--- config.mk ---
export PLATFORM = sky130hd
export DESIGN_NAME = excp_bank_unit
export DESIGN_NICKNAME = d
export VERILOG_FILES = /design/src/rtl/excp_pkg.sv /design/src/rtl/excp_bank_store.sv /design/src/rtl/excp_ack_ctrl.sv /design/src/rtl/excp_cmp_ctrl.sv /design/src/rtl/excp_bank_unit.sv
export SDC_FILE = /design/constraint.sdc
export NUM_CORES = 1
export LEC_CHECK = 0
export ABC_AREA = 1
export BUFFER_PORTS_ARGS = -buffer_cell sky130_fd_sc_hd__buf_2
export CORE_UTILIZATION = 48
export DETAILED_ROUTE_END_ITERATION = 12
export PLACE_DENSITY = 0.88
export RECOVER_POWER = 25
export SLEW_MARGIN = 15
export SYNTH_ARGS = -nofsm -noshare
export SYNTH_HDL_FRONTEND = slang
export SYNTH_HIERARCHICAL = 1
export SYNTH_SLANG_ARGS = --single-unit
--- constraint.sdc ---
create_clock -name clk -period 4.79 [get_ports clk]
set_input_delay 0.479 -clock clk [delete_from_list [all_inputs] [get_ports clk]]
set_output_delay 0.479 -clock clk [all_outputs]
set_load 0.01 [all_outputs]
--- src/rtl/excp_pkg.sv ---
package excp_pkg;

  typedef enum logic [1:0] {
    ST_STILL_ACTIVE = 2'b00,
    ST_TO_BASE      = 2'b01,
    ST_ILLEGAL      = 2'b10
  } cmp_status_e;

  // Lowest number an acknowledge or completion may name is RESET_EXC + 1.
  localparam int unsigned RESET_EXC = 1;

endpackage

--- src/rtl/excp_bank_store.sv ---
module excp_bank_store #(
  parameter int unsigned        NUM     = 24,
  parameter logic [NUM-1:0]     PRESENT = '1
) (
  input  logic           clk,
  input  logic           rst,
  input  logic [NUM-1:0] set_pend,
  input  logic [NUM-1:0] clr_pend,
  input  logic [NUM-1:0] set_act,
  input  logic [NUM-1:0] clr_act,
  output logic [NUM-1:0] pend,
  output logic [NUM-1:0] act
);

  // Clear is applied before set, so a same-cycle set survives.
  for (genvar i = 0; i < NUM; i++) begin : g_entry
    if (PRESENT[i]) begin : g_bit
      logic pend_q;
      logic act_q;
      always_ff @(posedge clk) begin
        if (rst) begin
          pend_q <= 1'b0;
          act_q  <= 1'b0;
        end else begin
          pend_q <= (pend_q & ~clr_pend[i]) | set_pend[i];
          act_q  <= (act_q & ~clr_act[i]) | set_act[i];
        end
      end
      assign pend[i] = pend_q;
      assign act[i]  = act_q;
    end else begin : g_none
      logic unused_in;
      assign unused_in = ^{set_pend[i], clr_pend[i], set_act[i], clr_act[i]};
      assign pend[i]   = 1'b0;
      assign act[i]    = 1'b0;
    end
  end

endmodule

--- src/rtl/excp_ack_ctrl.sv ---
module excp_ack_ctrl
  import excp_pkg::*;
#(
  parameter int unsigned    NUM    = 24,
  parameter int unsigned    NUM_W  = 5,
  parameter int unsigned    PRIO_W = 8,
  parameter logic [NUM-1:0] BANKED = '0
) (
  input  logic              req,
  input  logic [NUM_W-1:0]  sel_num,
  input  logic              sel_banked,
  input  logic [PRIO_W-1:0] sel_prio,
  input  logic [PRIO_W-1:0] exec_prio,
  input  logic [NUM-1:0]    en_ns,
  input  logic [NUM-1:0]    en_s,
  input  logic [NUM-1:0]    pend_ns,
  input  logic [NUM-1:0]    pend_s,
  input  logic [NUM-1:0]    tgt_secure,
  output logic              legal,
  output logic              to_secure,
  output logic [NUM-1:0]    take_ns,
  output logic [NUM-1:0]    take_s
);

  logic           in_range;
  logic           entry_en;
  logic           entry_pend;
  logic           num_banked;
  logic           cfg_sec;
  logic [NUM-1:0] sel_bit;

  assign in_range = (32'(sel_num) > RESET_EXC) && (32'(sel_num) < NUM);
  assign sel_bit  = NUM'(1) << sel_num;

  always_comb begin
    entry_en   = 1'b0;
    entry_pend = 1'b0;
    num_banked = 1'b0;
    cfg_sec    = 1'b0;
    if (in_range) begin
      entry_en   = sel_banked ? en_s[sel_num]   : en_ns[sel_num];
      entry_pend = sel_banked ? pend_s[sel_num] : pend_ns[sel_num];
      num_banked = BANKED[sel_num];
      cfg_sec    = tgt_secure[sel_num];
    end
  end

  assign legal     = req && in_range && entry_en && entry_pend && (sel_prio < exec_prio);
  assign to_secure = sel_banked || (!num_banked && cfg_sec);
  assign take_ns   = (legal && !sel_banked) ? sel_bit : '0;
  assign take_s    = (legal &&  sel_banked) ? sel_bit : '0;

endmodule

--- src/rtl/excp_cmp_ctrl.sv ---
module excp_cmp_ctrl
  import excp_pkg::*;
#(
  parameter int unsigned    NUM    = 24,
  parameter int unsigned    NUM_W  = 5,
  parameter logic [NUM-1:0] BANKED = '0
) (
  input  logic             req,
  input  logic [NUM_W-1:0] num,
  input  logic             secure,
  input  logic [NUM-1:0]   act_ns,
  input  logic [NUM-1:0]   act_s,
  input  logic [NUM-1:0]   ack_set_ns,
  input  logic [NUM-1:0]   ack_set_s,
  output logic             hit,
  output logic [NUM-1:0]   clr_ns,
  output logic [NUM-1:0]   clr_s,
  output cmp_status_e      status
);

  logic           in_range;
  logic           use_s;
  logic           entry_act;
  logic           remain;
  logic [NUM-1:0] num_bit;

  assign in_range = (32'(num) > RESET_EXC) && (32'(num) < NUM);
  assign num_bit  = NUM'(1) << num;

  always_comb begin
    use_s     = 1'b0;
    entry_act = 1'b0;
    if (in_range) begin
      use_s     = secure && BANKED[num];
      entry_act = use_s ? act_s[num] : act_ns[num];
    end
  end

  assign hit    = req && entry_act;
  assign clr_ns = (hit && !use_s) ? num_bit : '0;
  assign clr_s  = (hit &&  use_s) ? num_bit : '0;

  // Completion is applied first; a same-cycle acknowledge still counts.
  assign remain = (|((act_ns & ~clr_ns) | ack_set_ns)) ||
                  (|((act_s  & ~clr_s)  | ack_set_s));

  always_comb begin
    if (!hit)        status = ST_ILLEGAL;
    else if (remain) status = ST_STILL_ACTIVE;
    else             status = ST_TO_BASE;
  end

endmodule

--- src/rtl/excp_bank_unit.sv ---
module excp_bank_unit
  import excp_pkg::*;
#(
  parameter int unsigned        NUM_EXC     = 24,
  parameter int unsigned        PRIO_W      = 8,
  parameter logic [NUM_EXC-1:0] BANKED_MASK = 24'h00006C,
  localparam int unsigned       NUM_W       = $clog2(NUM_EXC)
) (
  input  logic               clk,
  input  logic               rst,
  input  logic               pset_valid,
  input  logic [NUM_W-1:0]   pset_num,
  input  logic               pset_secure,
  input  logic [NUM_EXC-1:0] en_ns,
  input  logic [NUM_EXC-1:0] en_s,
  input  logic [NUM_EXC-1:0] tgt_secure,
  input  logic [PRIO_W-1:0]  exec_prio,
  input  logic               ack_req,
  input  logic [NUM_W-1:0]   sel_num,
  input  logic               sel_banked,
  input  logic [PRIO_W-1:0]  sel_prio,
  output logic               ack_done,
  output logic               ack_err,
  output logic               ack_secure,
  output logic [NUM_W-1:0]   cur_exc,
  input  logic               cmp_req,
  input  logic [NUM_W-1:0]   cmp_num,
  input  logic               cmp_secure,
  output logic               cmp_done,
  output logic [1:0]         cmp_status,
  output logic [NUM_EXC-1:0] pend_ns,
  output logic [NUM_EXC-1:0] pend_s,
  output logic [NUM_EXC-1:0] act_ns,
  output logic [NUM_EXC-1:0] act_s
);

  logic               pset_ok;
  logic               pset_to_s;
  logic [NUM_EXC-1:0] pset_bit;
  logic [NUM_EXC-1:0] pset_ns_v;
  logic [NUM_EXC-1:0] pset_s_v;

  assign pset_ok   = pset_valid && (32'(pset_num) > RESET_EXC) && (32'(pset_num) < NUM_EXC);
  assign pset_to_s = pset_ok && pset_secure && BANKED_MASK[pset_num];
  assign pset_bit  = NUM_EXC'(1) << pset_num;
  assign pset_ns_v = (pset_ok && !pset_to_s) ? pset_bit : '0;
  assign pset_s_v  = pset_to_s ? pset_bit : '0;

  logic               ack_legal;
  logic               ack_to_sec;
  logic [NUM_EXC-1:0] take_ns;
  logic [NUM_EXC-1:0] take_s;

  excp_ack_ctrl #(
    .NUM    (NUM_EXC),
    .NUM_W  (NUM_W),
    .PRIO_W (PRIO_W),
    .BANKED (BANKED_MASK)
  ) i_ack (
    .req        (ack_req),
    .sel_num    (sel_num),
    .sel_banked (sel_banked),
    .sel_prio   (sel_prio),
    .exec_prio  (exec_prio),
    .en_ns      (en_ns),
    .en_s       (en_s),
    .pend_ns    (pend_ns),
    .pend_s     (pend_s),
    .tgt_secure (tgt_secure),
    .legal      (ack_legal),
    .to_secure  (ack_to_sec),
    .take_ns    (take_ns),
    .take_s     (take_s)
  );

  logic               cmp_hit;
  logic [NUM_EXC-1:0] cmp_clr_ns;
  logic [NUM_EXC-1:0] cmp_clr_s;
  cmp_status_e        cmp_stat;

  excp_cmp_ctrl #(
    .NUM    (NUM_EXC),
    .NUM_W  (NUM_W),
    .BANKED (BANKED_MASK)
  ) i_cmp (
    .req        (cmp_req),
    .num        (cmp_num),
    .secure     (cmp_secure),
    .act_ns     (act_ns),
    .act_s      (act_s),
    .ack_set_ns (take_ns),
    .ack_set_s  (take_s),
    .hit        (cmp_hit),
    .clr_ns     (cmp_clr_ns),
    .clr_s      (cmp_clr_s),
    .status     (cmp_stat)
  );

  excp_bank_store #(
    .NUM     (NUM_EXC),
    .PRESENT ({NUM_EXC{1'b1}})
  ) i_bank_ns (
    .clk      (clk),
    .rst      (rst),
    .set_pend (pset_ns_v),
    .clr_pend (take_ns),
    .set_act  (take_ns),
    .clr_act  (cmp_clr_ns),
    .pend     (pend_ns),
    .act      (act_ns)
  );

  excp_bank_store #(
    .NUM     (NUM_EXC),
    .PRESENT (BANKED_MASK)
  ) i_bank_s (
    .clk      (clk),
    .rst      (rst),
    .set_pend (pset_s_v),
    .clr_pend (take_s),
    .set_act  (take_s),
    .clr_act  (cmp_clr_s),
    .pend     (pend_s),
    .act      (act_s)
  );

  logic unused_hit;
  assign unused_hit = cmp_hit;

  always_ff @(posedge clk) begin
    if (rst) begin
      ack_done   <= 1'b0;
      ack_err    <= 1'b0;
      ack_secure <= 1'b0;
      cur_exc    <= '0;
      cmp_done   <= 1'b0;
      cmp_status <= 2'b00;
    end else begin
      ack_done   <= ack_legal;
      ack_err    <= ack_req && !ack_legal;
      ack_secure <= ack_legal && ack_to_sec;
      if (ack_legal) cur_exc <= sel_num;
      cmp_done   <= cmp_req;
      cmp_status <= cmp_req ? cmp_stat : 2'b00;
    end
  end

endmodule

# Yosys cells after proc, flatten, opt, wreduce, memory -nomap -nowiden
# Memories as Yosys holds them, arrays and structs flattened.
# Index checks and enable logic that the tools add are counted.
# W data, S select, Z words.
[totals]
reg_bits = 67
rom_bits = 96
inputBits = 111
word_cells = 320
memories = 3
[op_classes]
order_cmp = 10
n_shift = 3
n_mux = 34
n_bitwise = 176
reduce_logical = 31
[mem_list]
columns = ["name", "depth", "word_bits", "read_ports", "rd_clocked_by_memory_dff", "write_ports", "line_no", "text"]
rows = [
  ["(name not given)", 32, 1, 1, 0, 0, "excp_cmp_ctrl.sv:34", "use_s = secure && BANKED[num];"],
  ["(name not given)", 32, 1, 1, 0, 0, "excp_ack_ctrl.sv:43", "num_banked = BANKED[sel_num];"],
  ["(name not given)", 32, 1, 1, 0, 0, "excp_bank_unit.sv:44", "assign pset_to_s = pset_ok && pset_secure && BANKED_MASK[pset_num];"],
]
[ops]
columns = ["op", "count"]
rows = [
  ["$mux W24", 5],
  ["$shl A1 B5 Y24 const A", 3],
  ["$not A1 Y1", 58],
  ["$and A1 B1 Y1", 56],
  ["$or A1 B1 Y1", 56],
  ["$not A24 Y24", 2],
  ["$or A24 B24 Y24", 2],
  ["$reduce_or A24 Y1", 2],
  ["$bmux W1 S5", 7],
  ["$and A24 B24 Y24", 1],
  ["$and A7 B24 Y24", 1],
  ["$logic_and A1 B1 Y1", 20],
  ["$mux W1", 20],
  ["$lt A5 B6 Y1 const B", 3],
  ["$gt A5 B1 Y1 const B", 3],
  ["$lt A5 B5 Y1 const B", 3],
  ["$lt A8 B8 Y1", 1],
  ["$mux W7", 1],
  ["$logic_not A1 Y1", 5],
  ["$reduce_or A3 Y1", 1],
  ["$logic_or A1 B1 Y1", 2],
  ["$mux W2", 1],
  ["$reduce_or A2 Y1", 1],
]

# Depth between registers and ports, before layout
# Gate-level depths: netlist of the first run.
[logic_depth]
depth_word = 15
mapped_depth = 23

# Modules after synthesis
# The synthesis of the first run kept the hierarchy.
[modules_own_cells]
columns = ["module", "instances", "cells_per_inst", "area_per_inst_um2", "seq_area_each_um2"]
rows = [
  ["excp_bank_store (i_bank_ns)", 1, 293, 2220.9, 960.9],
  ["excp_ack_ctrl", 1, 329, 1554.0, 0.0],
  ["excp_cmp_ctrl", 1, 303, 1462.7, 0.0],
  ["excp_bank_unit", 1, 146, 898.4, 220.2],
  ["excp_bank_store (i_bank_s)", 1, 90, 695.7, 160.2],
]

# Worst setup path before layout of the first run
# OpenSTA, ideal clock, no wires.
[synth_timing]
path_kind = "input port to flip-flop"
from = "input cmp_num[0]"
to = "register cmp_status[0]"
arrival_time_ns = 2.580
t_required_ns = 4.731
path_slack_ns = 2.150
cell_stages = 21
n_path_buf = 3
cell_sequence = "buf_4 clkinv_2 buf_4 ha_1 inv_1 nand2_1 nand2_1 nor2_1 nor2_1 nand3_1 nand3_1 nand2_2 nor2_8 buf_6 nand3_1 a21oi_1 nand2_1 nor2_1 nand3_1 nor2_1 and3_1"
[synth_between]
elab_chain_len = 14
word_cells_on_any_way = 32
classes_between = "order compare (2); shift (1); mux (11); bitwise (7); reduce/logical (10); memory (1)"
[synth_rtl]
columns = ["element", "line_no", "text"]
rows = [
  ["from (decl)", "excp_bank_unit.sv:27", "input logic [NUM_W-1:0] cmp_num,"],
  ["$mem_v2 Z32 W1", "--", ""],
  ["$mux W1 (implied by the code)", "excp_cmp_ctrl.sv:34", ""],
  ["$logic_and A1 B1 Y1", "excp_cmp_ctrl.sv:34", ""],
  ["$mux W1", "excp_cmp_ctrl.sv:35", "entry_act = use_s ? act_s[num] : act_ns[num];"],
  ["$mux W1", "excp_cmp_ctrl.sv:33", "if (in_range) begin"],
  ["$logic_and A1 B1 Y1", "excp_cmp_ctrl.sv:39", "assign hit = req && entry_act;"],
  ["$logic_and A1 B1 Y1, on equally long branches", "excp_cmp_ctrl.sv:40, excp_cmp_ctrl.sv:41", ""],
  ["$mux W24, on equally long branches", "excp_cmp_ctrl.sv:40, excp_cmp_ctrl.sv:41", ""],
  ["$not A24 Y24, on equally long branches", "excp_cmp_ctrl.sv:44, excp_cmp_ctrl.sv:45", ""],
  ["$and A24 B24 Y24 or $and A7 B24 Y24 (tied branches)", "excp_cmp_ctrl.sv:44, excp_cmp_ctrl.sv:45", ""],
  ["$or A24 B24 Y24, on equally long branches", "excp_cmp_ctrl.sv:44, excp_cmp_ctrl.sv:45", ""],
  ["$reduce_or A24 Y1, on equally long branches", "excp_cmp_ctrl.sv:44, excp_cmp_ctrl.sv:45", ""],
  ["$logic_or A1 B1 Y1", "excp_cmp_ctrl.sv:44", "assign remain = (|((act_ns & ~clr_ns) | ack_set_ns)) ||"],
  ["$mux W1", "excp_cmp_ctrl.sv:49", "else if (remain) status = ST_STILL_ACTIVE;"],
  ["to (signal assigned)", "excp_bank_unit.sv:144", "cmp_status <= cmp_req ? cmp_stat : 2'b00;"],
  ["to (decl)", "excp_bank_unit.sv:30", "output logic [1:0] cmp_status,"],
]
# Several ways; a longest one is shown, not always the timed one. The select of a mux whose other input is x is not followed.
# A chain may end at the register's enable or synchronous reset.

# Worst setup path in the final report of the first run
[layout_timing]
from = "input sel_num[1]"
to = "register cmp_status[0]"
[layout_between]
elab_chain_len = 13
word_cells_on_any_way = 30
classes_between = "order compare (2); shift (1); mux (15); bitwise (2); reduce/logical (10)"
[layout_rtl]
columns = ["element", "line_no", "text"]
rows = [
  ["from (decl)", "excp_bank_unit.sv:19", "input logic [NUM_W-1:0] sel_num,"],
  ["$bmux W1 S5", "excp_ack_ctrl.sv:41", "entry_en = sel_banked ? en_s[sel_num] : en_ns[sel_num];"],
  ["$mux W1 (implied by the code)", "excp_ack_ctrl.sv:41", ""],
  ["$mux W1", "excp_ack_ctrl.sv:41", ""],
  ["$mux W1", "excp_ack_ctrl.sv:40", "if (in_range) begin"],
  ["$logic_and A1 B1 Y1 (3 in a row)", "excp_ack_ctrl.sv:48", "assign legal = req && in_range && entry_en && entry_pend && (sel_prio < exec_prio);"],
  ["$logic_and A1 B1 Y1", "excp_ack_ctrl.sv:50", "assign take_ns = (legal && !sel_banked) ? sel_bit : '0;"],
  ["$mux W24 *", "excp_ack_ctrl.sv:50", ""],
  ["named net take_ns[18]", "excp_bank_unit.sv:51", "logic [NUM_EXC-1:0] take_ns;"],
  ["$or A24 B24 Y24 *", "excp_cmp_ctrl.sv:44", ""],
  ["$reduce_or A24 Y1 *", "excp_cmp_ctrl.sv:44", ""],
  ["$logic_or A1 B1 Y1 *", "excp_cmp_ctrl.sv:44", ""],
  ["$mux W1 *", "excp_cmp_ctrl.sv:49", ""],
]
# Mark *: on every way through the listed nets, which the timed path passes. The rest lies on a longest branch. The select of a mux whose other input is x is not followed.

==> results of run 1 <==
## through the flow
step	hold WS (ns)	std cells
after detailed placement	0.455	1395
after global placement	0.448	1395
after CTS	0.397	1411
final	0.404	1411
after global routing	0.398	1411
after floorplan	0.437	1179
## flip-flops by register name, indices dropped and copies added, names as in the netlist
signal                          flops
cmp_done                            1
i_bank_s/g_entry.g_bit.pend_q       4
i_bank_ns/g_entry.g_bit.pend_q     24
i_bank_s/g_entry.g_bit.act_q        4
ack_err                             1
cur_exc                             5
cmp_status                          2
ack_done                            1
i_bank_ns/g_entry.g_bit.act_q      24
ack_secure                          1
## final cells by class
| cell class | instances | area, um^2 |
|---|---|---|
| Tap cell | 176 | 220 |
| Clock inverter | 6 | 63.8 |
| Clock buffer | 10 | 239 |
| Sequential cell | 67 | 1340 |
| Inverter | 221 | 831 |
| Multi-Input combinational cell | 756 | 3630 |
| Fill cell | 1401 | 6240 |
| Timing Repair Buffer | 175 | 836 |
## worst min-delay path by stage
stage	endpoint	cells past startpoint
finish	ack_err	3
global route	ack_err	3
CTS	ack_err	3
detailed placement	cur_exc[4]	2
global placement	cur_exc[1]	2
floorplan	i_bank_ns/g_entry[20].g_bit.act_q	2
## power by group through the flow
stage | logic (uW) | registers, uW | clock network [uW]
6_report | 300 | 571 | 670
4_1_cts | 294 | 570 | 678
3_5_place_dp | 292 | 583 | 0
5_1_grt | 334 | 571 | 705
3_3_place_gp | 288 | 583 | 0
2_1_floorplan | 242 | 582 | 0
## worst min-delay path, delay by kind of cell
family / cells / cell delay, ns
buf+inv: 1 / 0.12
simple gates: 2 / 0.09
## per-layer routing
metal	wire, um	share of wire, %
met1	8840	44
met2	9490	47
met3	1400	7.0
met4	412	2.0
met5	0	0
==> results.txt, run 1 <==
----------------------------------------------------
[Timing]
  Time the worst path needs with I/O delays and setup ... roughly 3.7 ns
  Setup repair after global routing missed its margin ... no
  Measured slew at the worst slew-check pin ... approximately 3 ns
  Max-slew violation count ... 53
  Aggregate negative setup slack ... 0 ns
  Final setup viols ... 0
  Number of endpoints with negative hold slack in the final report ... 0
  Portion of the clock cycle consumed by the worst path in the final layout ... 76.6%
  Maximum achievable frequency ... 272 MHz
  Final worst setup slack ... about 1.1 ns
  Setup skew after layout ... 0.00958 ns
  Worst max-slew margin expressed relative to the limit ... -102%

[Critical path]
  Master of the slowest instance on the critical path ... sky130_fd_sc_hd__nor4_1
  Internal reg-to-reg setup slack ... between 1.5 and 2 ns
  Crit. path cell count ... 22
  FF-to-FF Start ... i_bank_ns/g_entry[7].g_bit.pend_q
  Worst endpoint data arrival time ... just under 4 ns
  Most common cell type on the critical path ... sky130_fd_sc_hd__nand2_1
  Cell count of the worst reg-to-reg path ... 20
  Launch point of the critical path ... sel_num[1]
  Combined buffer and inverter count along the critical path ... 4
  Reg2reg end ... cmp_status[0]
  Class of the most critical setup path ... in2reg
  Kind of launch point of the worst setup path ... input port
  Worst path max stage delay ... approximately 0.42 ns
  Category of cells accounting for the largest share of critical-path delay ... simple AND/OR/NAND/NOR gates
  Crit path capture ... cmp_status[0]
  Worst EP required ... roughly 5 ns
  Cells traversed along the worst timing path ... buf_2 -> inv_2 -> nor2_2 -> nand2_1 -> nand2_1 -> inv_1 -> nand3_1 -> nand3_1 -> nand2_1 -> nand2_1 -> nand2_1 -> inv_2 -> nand3_2 -> nor2_1 -> nor4_1 -> nand4_1 -> nor3_1 -> nand3_1 -> nor2_1 -> nand3_1 -> nor2_1 -> and3_1
  CP Max Fanout ... 23
  Worst Setup End Kind ... flop

[Clock tree]
  Post-CTS Hold Buffers ... 0
  Buffer levels on the longest clock path ... 2
  Number of clock sinks ... 67
  Number of CTS-inserted buffers ... 9
  Buffer cell driving the clock tree root ... sky130_fd_sc_hd__clkbuf_16
  Depth of the CTS H-tree ... 3
  Setup Buffers After CTS ... 0
  Clock tree from TritonCTS ... yes
  Post-CTS resize count ... 0
  Clock insertion delay at the later pin of the skew report ... around 0.33 ns
  Clock Pin Slew Worst Setup and Hold Paths ... approximately 0.060 ns

[Global route]
  First-pass GRT wire length ... roughly 31000 um
  Largest net degree at the start of global routing ... 53
  Met2 Resource Use GR ... a little under half
  Aggregate global routing overflow ... 0
  Gr busiest metal ... met2
  Met1 routing resource usage after global routing ... 37.1%
  Number of global-route vias before repair ... approximately 6200
  Met3 global-route usage ... under 10%
  Antenna violations before repair ... 0
  Gr usage total ... between 20 and 30%

[Place]
  Final estimated routing congestion in global placement ... around 0.94
  Post-placement cell area ... 0.00690 mm^2
  Placed wire-length estimate ... between 15000 and 20000 um
  Number of port buffers ... about 170
  Worst slack after detailed placement ... 0.891 ns

[Power]
  Pleak ... between 0.003 and 0.004 uW
  Psw ... about 460 uW
  Internal power ... 1080 uW
  Part of the power in the clock network ... 43.5%
  Maximum ir drop on the vdd rail ... 0.155 mV
  Power Density ... approximately 220 mW/mm^2
  Logic pwr share ... 19.5%
  Sequential cell fraction of total power ... 37.0%
  Total power draw ... 1540 uW
  Switching part of the total power ... 30.0%

[Finish]
  Post-Route Utilization ... a little over half
  Post-layout instance area ... 0.00716 mm^2
  Share of post-route cells with drive strength above 1 ... about a fifth
  Most frequent cells in the layout ... sky130_fd_sc_hd__nand2_1, sky130_fd_sc_hd__inv_1, sky130_fd_sc_hd__buf_2
  Number of diodes added for antenna fixing ... 0
  Net count reported at finish ... 1360
  Commonest non-fill, non-tap cell in the layout ... sky130_fd_sc_hd__nand2_1
  Syn-to-layout area delta ... 7.07%

[Drt]
  Number of iterations in the first detailed-routing pass ... 5
  Via density ... between 4 and 5
  Remaining antenna violation count after routing ... 0
  Number of remaining DRC errors ... 0
  Total number of vias ... roughly 7000
  DR iter-0 viols ... between 500 and 600
  Average detailed-routed wire length per instance ... ~14 um
  Total detailed-routing wirelength ... around 20000 um

[Min path]
  Worst hold start ... ack_req
  Class of the most critical hold timing path ... in2reg

[Floorplanning]
  Die ar. ... approximately 0.014 mm^2
  Area of the core region ... between 0.01 and 0.015 mm^2
  Initial standard-cell utilization of the core ... 49.9%
  Standard-cell rows ... 42
  IO Pins ... 218
  Chip Width ... approximately 120 um
  Die H ... roughly 120 um

[Outcome]
  Status ... finished with violations
  Violated checks ... max-capacitance violations, max-slew violations

[Synth]
  Average cell area after synthesis ... a little under 6 um^2
  Post-synth design cell area ... roughly 0.0067 mm^2
  Number of instances in the synthesized netlist ... 1139
  Count of warnings emitted by yosys ... 6

[Run]
  Max-cap violations ... 1

----------------------------------------------------
Note: power is estimated with default switching activity, not from simulation.
==> inputs of run 2 (changes only) <==
==> constraint.sdc (replaced) <==
create_clock -name clk -period 3.71 [get_ports clk]
set_input_delay 0.371 -clock clk [delete_from_list [all_inputs] [get_ports clk]]
set_output_delay 0.371 -clock clk [all_outputs]
set_load 0.01 [all_outputs]
==> run 2 against run 1 <==
The flow still finishes with violations (max-capacitance violations, max-slew violations). Global-route usage increased by 0.13 points. Setup slack got worse by 0.55 ns. Hold slack worse by 0.11 ns. Via count is 0.57% higher. First-iteration DRC count grew 18%. Combinational power up 33%. Clock-buffer cell count unchanged. Largest power group unchanged.
==> results.txt, run 2 (synthesis results as in run 1) <==
----------------------------------------------------
[Finish]
  Area taken by flip-flops and latches ... around 0.0013 mm^2
  Number of inserted filler cells in the final layout ... about 1400
  Largest regs ... i_bank_ns/g_entry.g_bit.act_q x24, i_bank_ns/g_entry.g_bit.pend_q x24, cur_exc x5
  Share of post-route cells with drive strength above 1 ... about a fifth
  Commonest non-fill, non-tap cell in the layout ... sky130_fd_sc_hd__nand2_1
  Number of diodes added for antenna fixing ... 0
  Multi-input gate area in the final layout ... about 0.0036 mm^2
  Post-layout instance area ... approximately 0.0073 mm^2
  Net count reported at finish ... 1383
  Most frequent cells in the layout ... sky130_fd_sc_hd__nand2_1, sky130_fd_sc_hd__inv_1, sky130_fd_sc_hd__buf_2
  Syn-to-layout area delta ... 9.94%

[Timing]
  Portion of the clock cycle consumed by the worst path in the final layout ... between 80% and 90%
  Final hold slack ... roughly 0.29 ns
  Max-slew violation count ... 39
  Number of endpoints with negative hold slack in the final report ... 0
  Maximum achievable frequency ... ~320 MHz
  Setup skew after layout ... 0.00762 ns
  Worst max-slew margin expressed relative to the limit ... -40.6%
  Setup repair after global routing missed its margin ... no
  Time the worst path needs with I/O delays and setup ... 3.14 ns
  Aggregate negative setup slack ... 0 ns
  Measured slew at the worst slew-check pin ... about 2.1 ns
  Final setup viols ... 0

[Power]
  Logic pwr share ... between 20% and 30%
  Internal power ... roughly 1400 uW
  Part of the power in the clock network ... between 40% and 50%
  Pleak ... about 0.0034 uW
  Sequential cell fraction of total power ... around 37%
  Psw ... about 600 uW
  Power Density ... 272 mW/mm^2
  Maximum ir drop on the vdd rail ... between 0.2 and 0.25 mV
  Switching part of the total power ... 29.8%

[Floorplanning]
  Initial standard-cell utilization of the core ... 49.9%
  Die H ... approximately 120 um
  Standard-cell rows ... between 40 and 50
  Area of the core region ... about 0.013 mm^2
  Die ar. ... 0.0144 mm^2
  IO Pins ... 218
  Chip Width ... approximately 120 um

[Clock tree]
  Clock insertion delay at the later pin of the skew report ... 0.33 ns
  Setup Buffers After CTS ... 0
  Post-CTS resize count ... 0
  Buffer levels on the longest clock path ... 2
  Buffer cell driving the clock tree root ... sky130_fd_sc_hd__clkbuf_16
  Clock tree from TritonCTS ... yes
  Depth of the CTS H-tree ... 3
  Post-CTS Hold Buffers ... 0
  Number of CTS-inserted buffers ... 9
  Number of clock sinks ... 67
  Clock Pin Slew Worst Setup and Hold Paths ... ~0.060 ns

[Critical path]
  Worst EP required ... between 3 and 4 ns
  Launch point of the critical path ... sel_num[1]
  Class of the most critical setup path ... in2reg
  Kind of launch point of the worst setup path ... input port
  Reg2reg end ... cmp_status[0]
  Internal reg-to-reg setup slack ... approximately 0.85 ns
  Worst Setup End Kind ... flop
  Cell count of the worst reg-to-reg path ... 20
  FF-to-FF Start ... i_bank_ns/g_entry[23].g_bit.pend_q
  CP Max Fanout ... 23
  Worst endpoint data arrival time ... ~3.4 ns

[Drt]
  Via density ... between 4 and 5
  Remaining antenna violation count after routing ... 0
  Average detailed-routed wire length per instance ... 14.2 um
  DR iter-0 viols ... 632
  Total number of vias ... approximately 7000
  Total detailed-routing wirelength ... 20400 um
  Number of iterations in the first detailed-routing pass ... 5
  Number of remaining DRC errors ... 0

[Global route]
  Number of global-route vias before repair ... slightly above 6000
  Largest net degree at the start of global routing ... 39
  First-pass GRT wire length ... around 31000 um
  Aggregate global routing overflow ... 0
  Gr usage total ... 27.7%
  Antenna violations before repair ... 0

[Place]
  Number of port buffers ... 174
  Placed wire-length estimate ... 16400 um
  Final estimated routing congestion in global placement ... about 0.95
  Post-placement cell area ... 0.00709 mm^2

[Outcome]
  Violated checks ... max-capacitance violations, max-slew violations
  Status ... finished with violations

[Min path]
  Class of the most critical hold timing path ... in2reg
  Capture endpoint of the worst hold path ... ack_err
  Worst hold start ... ack_req
  WHS Path Cells ... 3

[Run]
  Max-cap violations ... 1

----------------------------------------------------
[run 2: changes by cell type in the layout (fill, tap and decap cells not counted)]
cell	change
sky130_fd_sc_hd__buf_2	-1
sky130_fd_sc_hd__a21oi_2	+1
sky130_fd_sc_hd__buf_12	+1
sky130_fd_sc_hd__a21oi_1	-1
sky130_fd_sc_hd__buf_4	+23
[run 2: layout make-up]
cell class / instances / share of cell area (%)
multi-input cells: 756 / 49.4
flip-flops and latches: 67 / 18.2
repair buffers: 198 / 13.9
inverters: 221 / 11.3
clock buffers: 10 / 3.25
well taps: 176 / 3.00
clock inverters: 6 / 0.868
[run 2: worst max-delay path: stages]
cell,delay (ns)
sky130_fd_sc_hd__buf_2,0.34
sky130_fd_sc_hd__nand2_1,0.12
sky130_fd_sc_hd__inv_1,0.21
sky130_fd_sc_hd__nand2_1,0.07
sky130_fd_sc_hd__nand2_1,0.07
sky130_fd_sc_hd__nor2_1,0.04
sky130_fd_sc_hd__nand2_1,0.07
sky130_fd_sc_hd__nand3_1,0.08
sky130_fd_sc_hd__nand2_1,0.07
sky130_fd_sc_hd__nand2_1,0.04
sky130_fd_sc_hd__nand2_1,0.08
sky130_fd_sc_hd__inv_2,0.05
sky130_fd_sc_hd__nand3_2,0.31
sky130_fd_sc_hd__nor2_1,0.13
sky130_fd_sc_hd__nor4_1,0.32
sky130_fd_sc_hd__nand4_1,0.13
sky130_fd_sc_hd__nor3_1,0.26
sky130_fd_sc_hd__nand3_1,0.11
sky130_fd_sc_hd__nor2_1,0.13
sky130_fd_sc_hd__nand3_1,0.08
sky130_fd_sc_hd__nor2_1,0.13
sky130_fd_sc_hd__and3_1,0.16
[run 2: stage by stage]
step	power [uW]	cells	utilization [%]	setup WS [ns]
2_1_floorplan	1060	1179	-	1.18
3_3_place_gp	1140	1418	52.9	0.336
3_5_place_dp	1140	1418	52.9	0.315
4_1_cts	2000	1434	55.1	0.651
5_1_grt	2090	1434	54.8	0.340
6_report	2000	1434	54.8	0.567
[run 2: worst max path at each step]
stage	end	slack (ns)
final	cmp_status[0]	0.57
after global routing	cmp_status[0]	0.34
after CTS	cmp_status[0]	0.65
after detailed placement	cmp_status[0]	0.31
after global placement	cmp_status[0]	0.34
after floorplan	cmp_status[0]	1.18
[run 2: power groups by stage]
| stage | logic, uW | registers, uW | clock network (uW) |
|---|---|---|---|
| floorplan | 313 | 751 | 0 |
| global placement | 383 | 752 | 0 |
| detailed placement | 388 | 753 | 0 |
| CTS | 389 | 737 | 879 |
| global route | 443 | 738 | 908 |
| finish | 399 | 737 | 862 |
[run 2: per-layer routing]
metal  share of wire [%]  track usage [%]
met1                  44             37.6
met2                  47             45.4
met3                 7.1             4.13
met4                 1.6             7.19
met5                   0                0
